<file path="src/rtl/ipu_pkg.sv">
package ipu_pkg;
  localparam int PRIO_W = 8;
  localparam int SRC_W  = 24;
  localparam int WORD_W = PRIO_W + SRC_W;
  localparam logic [PRIO_W-1:0] PRIO_NONE = '1;

  typedef enum logic [1:0] {
    OP_ACCEPT   = 2'd0,
    OP_SET_CPPR = 2'd1,
    OP_SET_MFRR = 2'd2,
    OP_EOI      = 2'd3
  } ipu_op_e;

  typedef struct packed {
    logic [PRIO_W-1:0] cppr;
    logic [PRIO_W-1:0] mfrr;
    logic [PRIO_W-1:0] pend;
    logic [SRC_W-1:0]  xisr;
    logic              need;
  } ipu_state_t;

  localparam ipu_state_t RESET_STATE = '{cppr: '0, mfrr: PRIO_NONE,
                                         pend: PRIO_NONE, xisr: '0, need: 1'b0};

  // relax sequence: load threshold, maybe raise IPI, release resend flag
  function automatic ipu_state_t relax_cppr(ipu_state_t s, logic [PRIO_W-1:0] c,
                                            logic [SRC_W-1:0] ipi);
    ipu_state_t n;
    n = s;
    n.cppr = c;
    if (s.mfrr < c && s.mfrr <= s.pend) begin
      n.pend = s.mfrr;
      n.xisr = ipi;
    end
    n.need = 1'b0;
    return n;
  endfunction
endpackage

</file>
<file path="src/rtl/ipu_offer_gate.sv">
module ipu_offer_gate
  import ipu_pkg::*;
(
  input  logic [PRIO_W-1:0] cppr_i,
  input  logic [PRIO_W-1:0] mfrr_i,
  input  logic [PRIO_W-1:0] pend_i,
  input  logic [PRIO_W-1:0] prio_i,
  output logic              win_o
);
  always_comb win_o = (cppr_i > prio_i) && (mfrr_i > prio_i) && (pend_i > prio_i);
endmodule

</file>
<file path="src/rtl/ipu_op_engine.sv">
module ipu_op_engine
  import ipu_pkg::*;
#(
  parameter logic [SRC_W-1:0] IPI_SRC = 24'd2
) (
  input  ipu_state_t         st_i,
  input  logic               op_valid_i,
  input  ipu_op_e            op_kind_i,
  input  logic [WORD_W-1:0]  op_data_i,
  input  logic               offer_valid_i,
  input  logic [SRC_W-1:0]   offer_src_i,
  input  logic [PRIO_W-1:0]  offer_prio_i,
  input  logic               offer_win_i,
  output ipu_state_t         st_o,
  output logic               rej_o,
  output logic [SRC_W-1:0]   rej_src_o,
  output logic               rsnd_o,
  output logic               ack_o,
  output logic [SRC_W-1:0]   ack_src_o
);
  logic [PRIO_W-1:0] val;
  logic [PRIO_W-1:0] hi_val;

  assign val    = op_data_i[PRIO_W-1:0];
  assign hi_val = op_data_i[WORD_W-1:SRC_W];

  always_comb begin
    st_o      = st_i;
    rej_o     = 1'b0;
    rej_src_o = '0;
    rsnd_o    = 1'b0;
    ack_o     = 1'b0;
    ack_src_o = '0;
    if (op_valid_i) begin
      unique case (op_kind_i)
        OP_ACCEPT: begin
          if (st_i.xisr != '0) begin
            st_o.cppr = st_i.pend;
            st_o.pend = PRIO_NONE;
            st_o.xisr = '0;
          end
        end
        OP_SET_CPPR: begin
          if (val > st_i.cppr) begin
            st_o   = relax_cppr(st_i, val, IPI_SRC);
            rsnd_o = st_i.need;
          end else if (val < st_i.cppr) begin
            st_o.cppr = val;
            if (val <= st_i.pend) begin
              rej_o     = 1'b1;
              rej_src_o = st_i.xisr;
              st_o.xisr = '0;
              st_o.pend = PRIO_NONE;
            end
          end
        end
        OP_SET_MFRR: begin
          st_o.mfrr = val;
          if (val < st_i.cppr && val <= st_i.pend) begin
            rej_o     = 1'b1;
            rej_src_o = st_i.xisr;
            st_o.pend = val;
            st_o.xisr = IPI_SRC;
          end
          if (val > st_i.mfrr) begin
            rsnd_o    = st_i.need;
            st_o.need = 1'b0;
          end
        end
        OP_EOI: begin
          st_o      = relax_cppr(st_i, hi_val, IPI_SRC);
          rsnd_o    = st_i.need;
          ack_o     = 1'b1;
          ack_src_o = op_data_i[SRC_W-1:0];
        end
        default: ;
      endcase
    end else if (offer_valid_i) begin
      if (offer_win_i) begin
        rej_o     = 1'b1;
        rej_src_o = st_i.xisr;
        st_o.xisr = offer_src_i;
        st_o.pend = offer_prio_i;
      end else begin
        st_o.need = 1'b1;
      end
    end
  end
endmodule

</file>
<file path="src/rtl/ipu_event_regs.sv">
module ipu_event_regs
  import ipu_pkg::*;
#(
  parameter logic [SRC_W-1:0] IPI_SRC = 24'd2
) (
  input  logic             clk_i,
  input  logic             rst_ni,
  input  logic             rej_i,
  input  logic [SRC_W-1:0] rej_src_i,
  input  logic             rsnd_i,
  input  logic             ack_i,
  input  logic [SRC_W-1:0] ack_src_i,
  output logic             rej_valid_o,
  output logic [SRC_W-1:0] rej_src_o,
  output logic             rsnd_o,
  output logic             ack_valid_o,
  output logic [SRC_W-1:0] ack_src_o
);
  logic rej_keep, ack_keep;

  // no source and the IPI never travel back to the sources
  assign rej_keep = rej_i && (rej_src_i != '0) && (rej_src_i != IPI_SRC);
  assign ack_keep = ack_i && (ack_src_i != IPI_SRC);

  always_ff @(posedge clk_i or negedge rst_ni) begin
    if (!rst_ni) begin
      rej_valid_o <= 1'b0;
      rej_src_o   <= '0;
      rsnd_o      <= 1'b0;
      ack_valid_o <= 1'b0;
      ack_src_o   <= '0;
    end else begin
      rej_valid_o <= rej_keep;
      rej_src_o   <= rej_keep ? rej_src_i : '0;
      rsnd_o      <= rsnd_i;
      ack_valid_o <= ack_keep;
      ack_src_o   <= ack_keep ? ack_src_i : '0;
    end
  end
endmodule

</file>
<file path="src/rtl/irq_present_unit.sv">
module irq_present_unit
  import ipu_pkg::*;
#(
  parameter logic [SRC_W-1:0] IPI_SRC = 24'd2
) (
  input  logic              clk_i,
  input  logic              rst_ni,
  input  logic              op_valid_i,
  input  logic [1:0]        op_kind_i,
  input  logic [WORD_W-1:0] op_data_i,
  output logic [WORD_W-1:0] acc_word_o,
  input  logic              offer_valid_i,
  input  logic [SRC_W-1:0]  offer_src_i,
  input  logic [PRIO_W-1:0] offer_prio_i,
  output logic              offer_ready_o,
  output logic              offer_ok_o,
  output logic              irq_o,
  output logic              reject_valid_o,
  output logic [SRC_W-1:0]  reject_src_o,
  output logic              resend_o,
  output logic              eoi_valid_o,
  output logic [SRC_W-1:0]  eoi_src_o
);
  ipu_state_t       st_q, st_d;
  logic             win;
  logic             rej, rsnd, ack;
  logic [SRC_W-1:0] rej_src, ack_src;

  ipu_offer_gate u_gate (
    .cppr_i (st_q.cppr),
    .mfrr_i (st_q.mfrr),
    .pend_i (st_q.pend),
    .prio_i (offer_prio_i),
    .win_o  (win)
  );

  ipu_op_engine #(.IPI_SRC(IPI_SRC)) u_engine (
    .st_i          (st_q),
    .op_valid_i    (op_valid_i),
    .op_kind_i     (ipu_op_e'(op_kind_i)),
    .op_data_i     (op_data_i),
    .offer_valid_i (offer_valid_i),
    .offer_src_i   (offer_src_i),
    .offer_prio_i  (offer_prio_i),
    .offer_win_i   (win),
    .st_o          (st_d),
    .rej_o         (rej),
    .rej_src_o     (rej_src),
    .rsnd_o        (rsnd),
    .ack_o         (ack),
    .ack_src_o     (ack_src)
  );

  ipu_event_regs #(.IPI_SRC(IPI_SRC)) u_events (
    .clk_i       (clk_i),
    .rst_ni      (rst_ni),
    .rej_i       (rej),
    .rej_src_i   (rej_src),
    .rsnd_i      (rsnd),
    .ack_i       (ack),
    .ack_src_i   (ack_src),
    .rej_valid_o (reject_valid_o),
    .rej_src_o   (reject_src_o),
    .rsnd_o      (resend_o),
    .ack_valid_o (eoi_valid_o),
    .ack_src_o   (eoi_src_o)
  );

  always_ff @(posedge clk_i or negedge rst_ni) begin
    if (!rst_ni) st_q <= RESET_STATE;
    else         st_q <= st_d;
  end

  assign acc_word_o    = {st_q.cppr, st_q.xisr};
  assign offer_ready_o = !op_valid_i;
  assign offer_ok_o    = offer_valid_i && !op_valid_i && win;
  assign irq_o         = (st_q.xisr != '0) && (st_q.pend < st_q.cppr);
endmodule

</file>
<file path="config.mk">
export PLATFORM = sky130hd
export DESIGN_NAME = irq_present_unit
export DESIGN_NICKNAME = d
export VERILOG_FILES = /design/src/rtl/ipu_pkg.sv /design/src/rtl/ipu_offer_gate.sv /design/src/rtl/ipu_op_engine.sv /design/src/rtl/ipu_event_regs.sv /design/src/rtl/irq_present_unit.sv
export SDC_FILE = /design/constraint.sdc
export NUM_CORES = 1
export LEC_CHECK = 0
export ABC_AREA = 1
export BUFFER_PORTS_ARGS = -buffer_cell sky130_fd_sc_hd__buf_2
export CAP_MARGIN = 20
export CORE_UTILIZATION = 33
export DETAILED_ROUTE_END_ITERATION = 7
export PLACE_DENSITY_LB_ADDON = 0.15
export SETUP_SLACK_MARGIN = 0.5
export SYNTH_ARGS = -nofsm -noshare
export SYNTH_HDL_FRONTEND = slang
export SYNTH_SLANG_ARGS = --single-unit
</file>
<file path="constraint.sdc">
create_clock -name clk_i -period 3.6 [get_ports clk_i]
set_input_delay 0.72 -clock clk_i [delete_from_list [all_inputs] [get_ports clk_i]]
set_output_delay 0.72 -clock clk_i [all_outputs]
set_load 0.05 [all_outputs]
</file>
# Word-level counts from Yosys, hierarchy flattened
# Cells that the tools add are included.
# op_classes
n_mux	45
eq_ne	17
magnitude_cmp	11
n_reduce_logical	22
# ops
op	n
24-bit two-way mux	11
32-bit two-way mux	8
32-bit case mux with 4 select lines	1
33-bit two-way mux	2
24-bit by 2-bit inequality test with 1-bit output (second input constant)	2
24-bit case mux with 2 select lines	1
24-bit nonzero test	2
8-bit greater-than comparator	5
8-bit less-than comparator	4
8-bit two-way mux	3
8-bit case mux with 3 select lines	1
8-bit less-or-equal comparator	2
1-bit two-way mux	15
3-bit by 2-bit inequality test with 1-bit output (second input constant)	4
1-bit logical AND	11
4-bit by 2-bit inequality test with 1-bit output (second input constant)	2
8-bit AND reduction	1
1-bit case mux with 3 select lines	2
5-bit AND reduction	1
2-bit == test (second input constant)	2
2-bit inequality test (second input constant)	2
4-bit by 1-bit inequality test with 1-bit output (second input constant)	1
4-bit inequality test (second input constant)	1
4-bit AND reduction	1
other kinds (9)	10
# totals
wordCells	105
output_inout_bits	86
input_bits	70
regBits	100

# Longest topological paths before layout
# Gate-level depths: netlist of run 1.
# logic_depth
word_depth	10
depth_mapped	18
mapped_depth_nobuf	17

# Modules after synthesis
# Synthesis of run 1 repeated with hierarchy kept, for this count alone.
# unflattened
hier_cells	1297
hier_area_um2	8523.2
# by_module_without_submodules
mod	seq_area_each_um2	area_per_inst_um2	instances	cells_each
ipu_op_engine	0.0	4211.5	1	861
ipu_event_regs	1276.2	1904.3	1	198
irq_present_unit	1246.2	1779.2	1	137
ipu_offer_gate	0.0	628.1	1	101

# Least setup slack after synthesis of run 1
# No wires, ideal clock.
# synth_path
path_kind	input-to-output
from	input offer_prio_i[7]
to	output offer_ok_o
slack_ns	0.851
required_time_ns	2.880
cell_stages	11
arrival_ns	2.029
path_buffers	0
path_cell_list	inv_1 > ha_1 > nand2_1 > nor2_1 > nand3_1 > nand2_1 > nor2_1 > nand2_2 > nor2_4 > nand2_1 > inv_1
# synth_via
elab_chain_cells	4
elab_cells_between_ends	6
classes_between	order compare: 3; reduce/logical: 3
# synth_lines
element	line	text
start, declared	irq_present_unit.sv:14	input logic [PRIO_W-1:0] offer_prio_i,
8-bit greater-than comparator	ipu_offer_gate.sv:10	always_comb win_o = (cppr_i > prio_i) && (mfrr_i > prio_i) && (pend_i > prio_i);
1-bit logical AND	ipu_offer_gate.sv:10	
1-bit logical AND (*)	ipu_offer_gate.sv:10	
1-bit logical AND (*)	irq_present_unit.sv:76	assign offer_ok_o = offer_valid_i && !op_valid_i && win;
end, declared	irq_present_unit.sv:16	output logic offer_ok_o,
# Mark *: on every way between the ends. The rest lies on a longest branch, timed or not.

# Final worst setup path of run 1
# Ends and elaborated chain as after synthesis.

==> reports/metrics.cfg, run 1 <==
[grt]
overflow=0
grt_pass1_vias=6101
antenna_found_initial=0
grt_usage=0.2058
grt_pass1_wl_um=34400
grt_max_degree=55

[sta]
period_needed_ns=3.015
fin_skew_ns=0.01042
grt_setup_unrepaired=true
whs_ns=0.3703
hold_viol=0
post-route-period-util=0.8376
fin_tns_setup_ns=0
slew_headroom=0.4754
setup_viol=0
fmax_mhz=331.6
worst_slew_pin_slew_ns=0.7869
finalMaxSlewViolations=0
fin_ws_ns=0.5846

[clock_network]
clk_pin_slew_worst_paths_ns=0.07
post-cts-setup-buffers=0
cts_resized=0
ctsLongestPathBuffers=2
clock_latency_ns=0.36
cts_tree=done
root_buffer=clkbuf_16
ctsHoldBuffers=0
clock-sinks=100
htree_num_levels=3
cts_buffers=9

[synth]
synth_top_flop_cell=dfrtp_1
ys_ff_latch=100
synth_warnings=0
syn_inst=918
syn_area_um2=6997
syn_area_per_cell_um2=7.622
synth.distinct_cells=41
synth-edff-count=0
yosys.area.top_type=dfrtp_1
synth_sequential_area_ratio=0.3605
yosysTopAreaCellShare=0.3004
synth_area_leaders=dfrtp_1 (30%), ha_1 (13%), nand2_1 (9.9%)
syn_nets=1062
async_reset_ff_frac=1.000

[pwr]
ir_drop_mv=0.2121
power_density_nw_per_um2=545.3
p_leak_nw=4.630

[placed_design]
routabilityCongestion=0.8456
dp_cells=1284
port_buffers=155
pre_cts_slack_ns=0.5263
hpwl_um=16230

[final_layout]
num-fill-cells=2188
synthToLayoutAreaGrowth_pct=15.59
fin_nets=1170
final_common_cell=nand2_1
fin_util=0.3946
final_cell_mix=nand2_1 (184), buf_2 (153), inv_1 (148), nor2_1 (102), dfrtp_1 (84)
final_layout_size_suffix_gt1_frac=0.2105
antennaDiodeCount=0
instances_no_fill=1301

[routing]
drc=0
dr.pass1.iters=4
wl_um=21740
wire_per_inst_um=16.71
vias=6425
drt_iter0_drc=380
ant_nets=0
vias_per_cell=4.939

[worst_setup_path]
crit_chain=buf_2 > inv_1 > ha_1 > nand2_1 > nor2_2 > o21ai_1 > nand3_2 > nand2_2 > nor2_4 > nand2_1 > inv_1 > buf_4
cp_max_fo=3
cpPeakStageDelay_ns=0.30
cp.arrival_ns=2.30
worstSetupEndpointType=output port
critical_path_required_ns=2.88
crit_path_top_delay_cell=ha_1
start_kind=input port
crit_type=input port to output port

[die]
dieWidth_um=147.6
row_count=52
initial_utilization=0.3414
die_h_um=147.6
top_level_ports=156
core-area_um2=20490
die_area_um2=21790

[min_path]
hold_class=input port to asynchronous set/reset pin

[run_status]
status=finished clean

[run]
max_cap_viol_count=0

## metrics by stage
step	power (mW)	area, µm²
after floorplan	3.004	6997
after global placement	3.441	7785
after detailed placement	3.458	7785
after CTS	4.435	8068
after global routing	4.742	8088
final	4.411	8088
## metal layers
metal  vias to the layer above  part of all wire  track usage
li1                       3208                 -            -
met1                      3013              0.48       0.2943
met2                       179              0.45       0.3175
met3                        25             0.049      0.03519
met4                         0             0.017      0.05876
met5                         -                 0            0
## kinds of logic after synthesis
family / share of synthesized area
AND/OR/NAND/NOR: 0.2514
buffers and inverters: 0.1425
AO/OA/AOI/OAI: 0.1132
flip-flops: 0.3605
adder cells (fa/ha/maj): 0.1323
## worst max-delay path, delay by kind of cell
kind	cells	cell delay, ns
compound gates	1	0.12
fa+ha+maj	1	0.30
buf+inv	4	0.48
simple gates	6	0.67
## power breakdown
group | switching, mW | internal, mW
combinational | 1.31 | 0.562
sequential | 0.253 | 1.32
clock | 0.486 | 0.480
## Yosys cell counts, types with 2 or more instances
master	number
nand2_1	184
inv_1	148
nor2_1	102
dfrtp_1	84
ha_1	74
nand4_1	61
a21oi_1	39
o21ai_0	35
buf_4	33
clkbuf_1	20
o2111ai_1	19
nand3_1	17
dfstp_2	16
buf_2	13
o211ai_1	9
nor3_1	8
o22ai_1	8
nor4_1	6
nand2_2	5
a21o_1	3
buf_6	3
nor2_2	3
o21a_1	3
o21bai_1	3
a31oi_1	2
a41oi_1	2
inv_2	2
nand3b_1	2
nor2_4	2
## flip-flops by register name, summed over array words and instances (netlist names)
signal,flops
acc_word_o,32
u_events.ack_src_o,24
u_events.rej_src_o,24
st_q,17
u_events.ack_valid_o,1
u_events.rej_valid_o,1
u_events.rsnd_o,1
## worst paths after layout
kind                                      start              to  slack [ns]  cells after the start
worst min-delay path                     rst_ni  acc_word_o[27]        0.37                      1
min in group clk_i                      st_q[0]         st_q[0]        0.50                      2
worst max register to register         st_q[32]  acc_word_o[19]        0.81                     11
worst min register to register          st_q[0]         st_q[0]        0.50                      2
worst max-delay path            offer_prio_i[7]      offer_ok_o        0.58                     12
max in group asynchronous                rst_ni        st_q[32]        2.46                      2
## layout make-up
| cell class | instances | area [µm²] | share of cell area |
|---|---|---|---|
| Sequential cell | 100 | 2522 | 0.3119 |
| Clock buffer | 9 | 225.2 | 0.02785 |
| Multi-Input combinational cell | 597 | 3495 | 0.4321 |
| Clock inverter | 7 | 57.56 | 0.007116 |
| Inverter | 151 | 566.8 | 0.07008 |
| Timing Repair Buffer | 167 | 883.3 | 0.1092 |
| Tap cell | 270 | 337.8 | 0.04177 |
Power figures use the tool's default switching activity.
==> run 2: changes to the inputs <==
- ABC_AREA: 1 -> 0
- clock period: 3.6 -> 2.6 ns (I/O delays scaled with it)
==> run 2 against run 1 <==
The flow now finishes with violations (DRC, setup timing). Total power rose by 67%. Core utilization grew 13 points. Register-to-register slack lost 1.3 ns. Sequential share of layout area is 4.4 points lower. Worst hold slack lost 0.30 ns. Combinational power increased by 110%. Sequential power rose by 36%. First-iteration DRC count fell by 47%. Global-route usage is 0.67 points higher. Routed wire length fell by 5.1%. Synthesized cell count fell by 32%.
==> reports/metrics.cfg, run 2 <==
[routing]
drt_iter0_drc=200  ; was 380
wire_per_inst_um=19.01  ; was 16.71 µm
dr.pass1.iters=7  ; was 4
ant_nets=0  ; unchanged
wl_um=20630  ; was 21740 µm
vias_per_cell=5.228  ; was 4.939
drc=32  ; was 0
vias=5672  ; was 6425

[min_path]
hold_class=input port to asynchronous set/reset pin  ; unchanged

[pwr]
p_seq_frac=0.289  ; was 0.356
power_density_nw_per_um2=780.3  ; was 545.3 nW/µm²
p_total_mw=7.356  ; was 4.411 mW
p_int_mw=4.225  ; was 2.357 mW
p_comb_frac=0.528  ; was 0.425
swShare=0.4257  ; was 0.4655
p_leak_nw=4.699  ; was 4.630 nW
switching_power_mw=3.131  ; was 2.053 mW
ir_drop_mv=0.3642  ; was 0.2121 mV
p_clk_frac=0.183  ; was 0.219

[placed_design]
routabilityCongestion=0.8864  ; was 0.8456
port_buffers=155  ; unchanged
dp_cells=1039  ; was 1284
hpwl_um=14790  ; was 16230 µm

[sta]
slew_headroom=0.1506  ; was 0.4754
hold_viol=0  ; unchanged
setup_viol=58  ; was 0
finalMaxSlewViolations=0  ; unchanged
worst_slew_pin_slew_ns=1.269  ; was 0.7869 ns
fin_tns_setup_ns=-16.40  ; was 0 ns
fin_skew_ns=0.01105  ; was 0.01042 ns
period_needed_ns=3.055
post-route-period-util=1.175
fin_ws_ns=-0.4546  ; was 0.5846 ns
fmax_mhz=327.4
grt_setup_unrepaired=true  ; unchanged

[clock_network]
root_buffer=clkbuf_16  ; unchanged
clock-sinks=100  ; unchanged
htree_num_levels=3  ; unchanged
clk_pin_slew_worst_paths_ns=0.08  ; was 0.07 ns
ctsHoldBuffers=0  ; unchanged
ctsLongestPathBuffers=2  ; unchanged
cts_tree=done  ; unchanged
cts_buffers=9  ; unchanged
clock_latency_ns=0.36  ; about the same

[synth]
syn_inst=628  ; was 918
syn_area_per_cell_um2=9.767  ; was 7.622 µm²
synth_warnings=0  ; unchanged
synth.distinct_cells=50  ; was 41
synth-edff-count=0  ; unchanged
yosys.area.top_type=dfrtp_1  ; unchanged
synth_sequential_area_ratio=0.4113  ; was 0.3605
async_reset_ff_frac=1.000  ; unchanged
ys_ff_latch=100  ; unchanged
yosysTopAreaCellShare=0.3427  ; was 0.3004
synth_top_flop_cell=dfrtp_1  ; unchanged
syn_area_um2=6133  ; was 6997 µm²
synth_area_leaders=dfrtp_1 (34%), ha_1 (15%), dfstp_2 (6.9%)  ; was dfrtp_1 (30%), ha_1 (13%), nand2_1 (9.9%)
synth.most_common_cell=dfrtp_1  ; was nand2_1
synth_commonest_cells=dfrtp_1 (84), ha_1 (74), inv_1 (68)  ; was nand2_1 (184), inv_1 (148), nor2_1 (102)
syn_nets=772  ; was 1062

[worst_setup_path]
crit_path_top_delay_cell=dfstp_2  ; was ha_1
r2r_cells=11  ; unchanged
critical_path_depth=8  ; was 12
r2r_start=st_q[31]  ; was st_q[32]
start_kind=flip-flop  ; was input port
regToRegEndpoint=acc_word_o[14]  ; was acc_word_o[19]
worstSetupEndpointType=output port  ; unchanged
critPathTopFamily=simple AND/OR/NAND/NOR gates  ; unchanged
crit_type=flip-flop to output port  ; was input port to output port
critical_path_required_ns=2.08  ; was 2.88 ns
crit_chain=ha_4 > nand4_1 > nor2_1 > or4_4 > nor4_4 > buf_4 > and2_4 > buf_12  ; was buf_2 > inv_1 > ha_1 > nand2_1 > nor2_2 > o21ai_1 > nand3_2 > nand2_2 > nor2_4 > nand2_1 > inv_1 > buf_4
cp_max_fo=3  ; unchanged
critPathBufInv=2  ; was 4
cpPeakStageDelay_ns=0.57  ; was 0.30 ns
rrSetupSlack_ns=-0.44  ; was 0.81 ns
cp.arrival_ns=2.53  ; was 2.30 ns

[die]
die_h_um=138.3  ; was 147.6 µm
initial_utilization=0.3391  ; was 0.3414
die_area_um2=19140  ; was 21790 µm²
core-area_um2=18090  ; was 20490 µm²
top_level_ports=156  ; unchanged
dieWidth_um=138.3  ; was 147.6 µm
row_count=49  ; was 52

[grt]
grt_usage=0.2125  ; was 0.2058
overflow=0  ; unchanged
antenna_found_initial=0  ; unchanged
grt_pass1_vias=5955  ; was 6101
grt_max_degree=75  ; was 55
grt_pass1_wl_um=31760  ; was 34400 µm

[final_layout]
instances_no_fill=1085  ; was 1301
final_cell_mix=buf_2 (151), buf_4 (91), dfrtp_1 (84), inv_1 (57), ha_1 (50)  ; was nand2_1 (184), buf_2 (153), inv_1 (148), nor2_1 (102), dfrtp_1 (84)
antennaDiodeCount=0  ; unchanged
fin_nets=995  ; was 1170
final_common_cell=buf_2  ; was nand2_1
largest_register_ffs=32  ; unchanged
synthToLayoutAreaGrowth_pct=53.71  ; was 15.59%
final_layout_size_suffix_gt1_frac=0.5187  ; was 0.2105

[run_status]
status=finished, violations left  ; was finished clean
violations=DRC, setup timing

[run]
max_cap_viol_count=0  ; unchanged

==> run 2: changes by cell type after synthesis, sizes merged, moves of 8 or more <==
cell     delta
o41ai      +23
nor2       -84
nand3      -14
mux2i       +9
nor2b      +28
nand4      -47
and3       +22
a22o        +8
o2111ai    -19
buf        -14
a211oi     +20
a221oi      +9
nand2     -161
inv        -81
==> run 2: worst register-to-register path: cells and delay by family, from the launching register on <==
kind	cells	cell delay, ns
simple gates	4	0.91
compound gates	2	0.73
flops	1	0.57
buf+inv	4	0.50
fa+ha+maj	1	0.21
==> run 2: per-layer routing <==
layer / track usage / up-vias / routed length [µm]
met5: 0 / - / 0
li1: - / 2691 / -
met4: 0.08575 / 0 / 559
met3: 0.03983 / 29 / 958
met1: 0.2610 / 2792 / 8621
met2: 0.3666 / 160 / 10490
==> run 2: area by class of cell <==
cell class              instances  area [µm²]
flip-flops and latches        100        2522
inverters                      69       289.0
multi-input cells             397        4015
repair buffers                274        2018
well taps                     229       286.5
fillers                      1586        8658
clock inverters                 7       71.32
clock buffers                   9       225.2
==> run 2: cells by family (layout without fill, tap and decap cells) <==
group,Yosys count,count (layout),synth area share
AOI/OAI and AO/OA,163,163,0.1781
and+or+nand+nor,150,150,0.1391
buffers and inverters,131,359,0.1040
DFF,100,100,0.4113
adders and majority gates,74,74,0.1510
muxes,10,10,0.01652
==> run 2: repair_timing <==
item	in CTS	in global routing
pin swaps	39	17
endpoints found under the setup margin	70	70
resized for setup	109	64
gates cloned	5	5
endpoints found under the hold margin	0	0
setup buffers	16	4
==> run 2: metrics by stage <==
| step | hold slack (ns) | util | setup slack (ns) | cell area [µm²] |
|---|---|---|---|---|
| 2_1_floorplan | 0.2244 | - | -0.1480 | 6450 |
| 3_3_place_gp | 0.4513 | 0.4365 | -0.4226 | 7895 |
| 3_5_place_dp | 0.4603 | 0.4365 | -0.5431 | 7895 |
| 4_1_cts | 0.06973 | 0.4921 | -0.5126 | 8901 |
| 5_1_grt | 0.07801 | 0.5213 | -0.5554 | 9428 |
| 6_report | 0.06827 | 0.5213 | -0.4546 | 9428 |
==> run 2: power by group through the flow <==
stage	logic (mW)	clock network (mW)	registers (mW)
after floorplan	2.02	0	2.17
after global placement	3.00	0	2.12
after detailed placement	3.06	0	2.12
after CTS	3.58	1.39	2.10
after global routing	4.19	1.45	2.16
final	3.88	1.35	2.13
==> run 2: worst max path at each step <==
stage	from	end	slack (ns)
floorplan	offer_prio_i[7]	acc_word_o[1]	-0.15
global placement	offer_prio_i[7]	acc_word_o[23]	-0.42
detailed placement	offer_prio_i[7]	acc_word_o[13]	-0.54
CTS	st_q[31]	offer_ok_o	-0.51
global route	st_q[31]	offer_ok_o	-0.56
finish	st_q[31]	offer_ok_o	-0.45
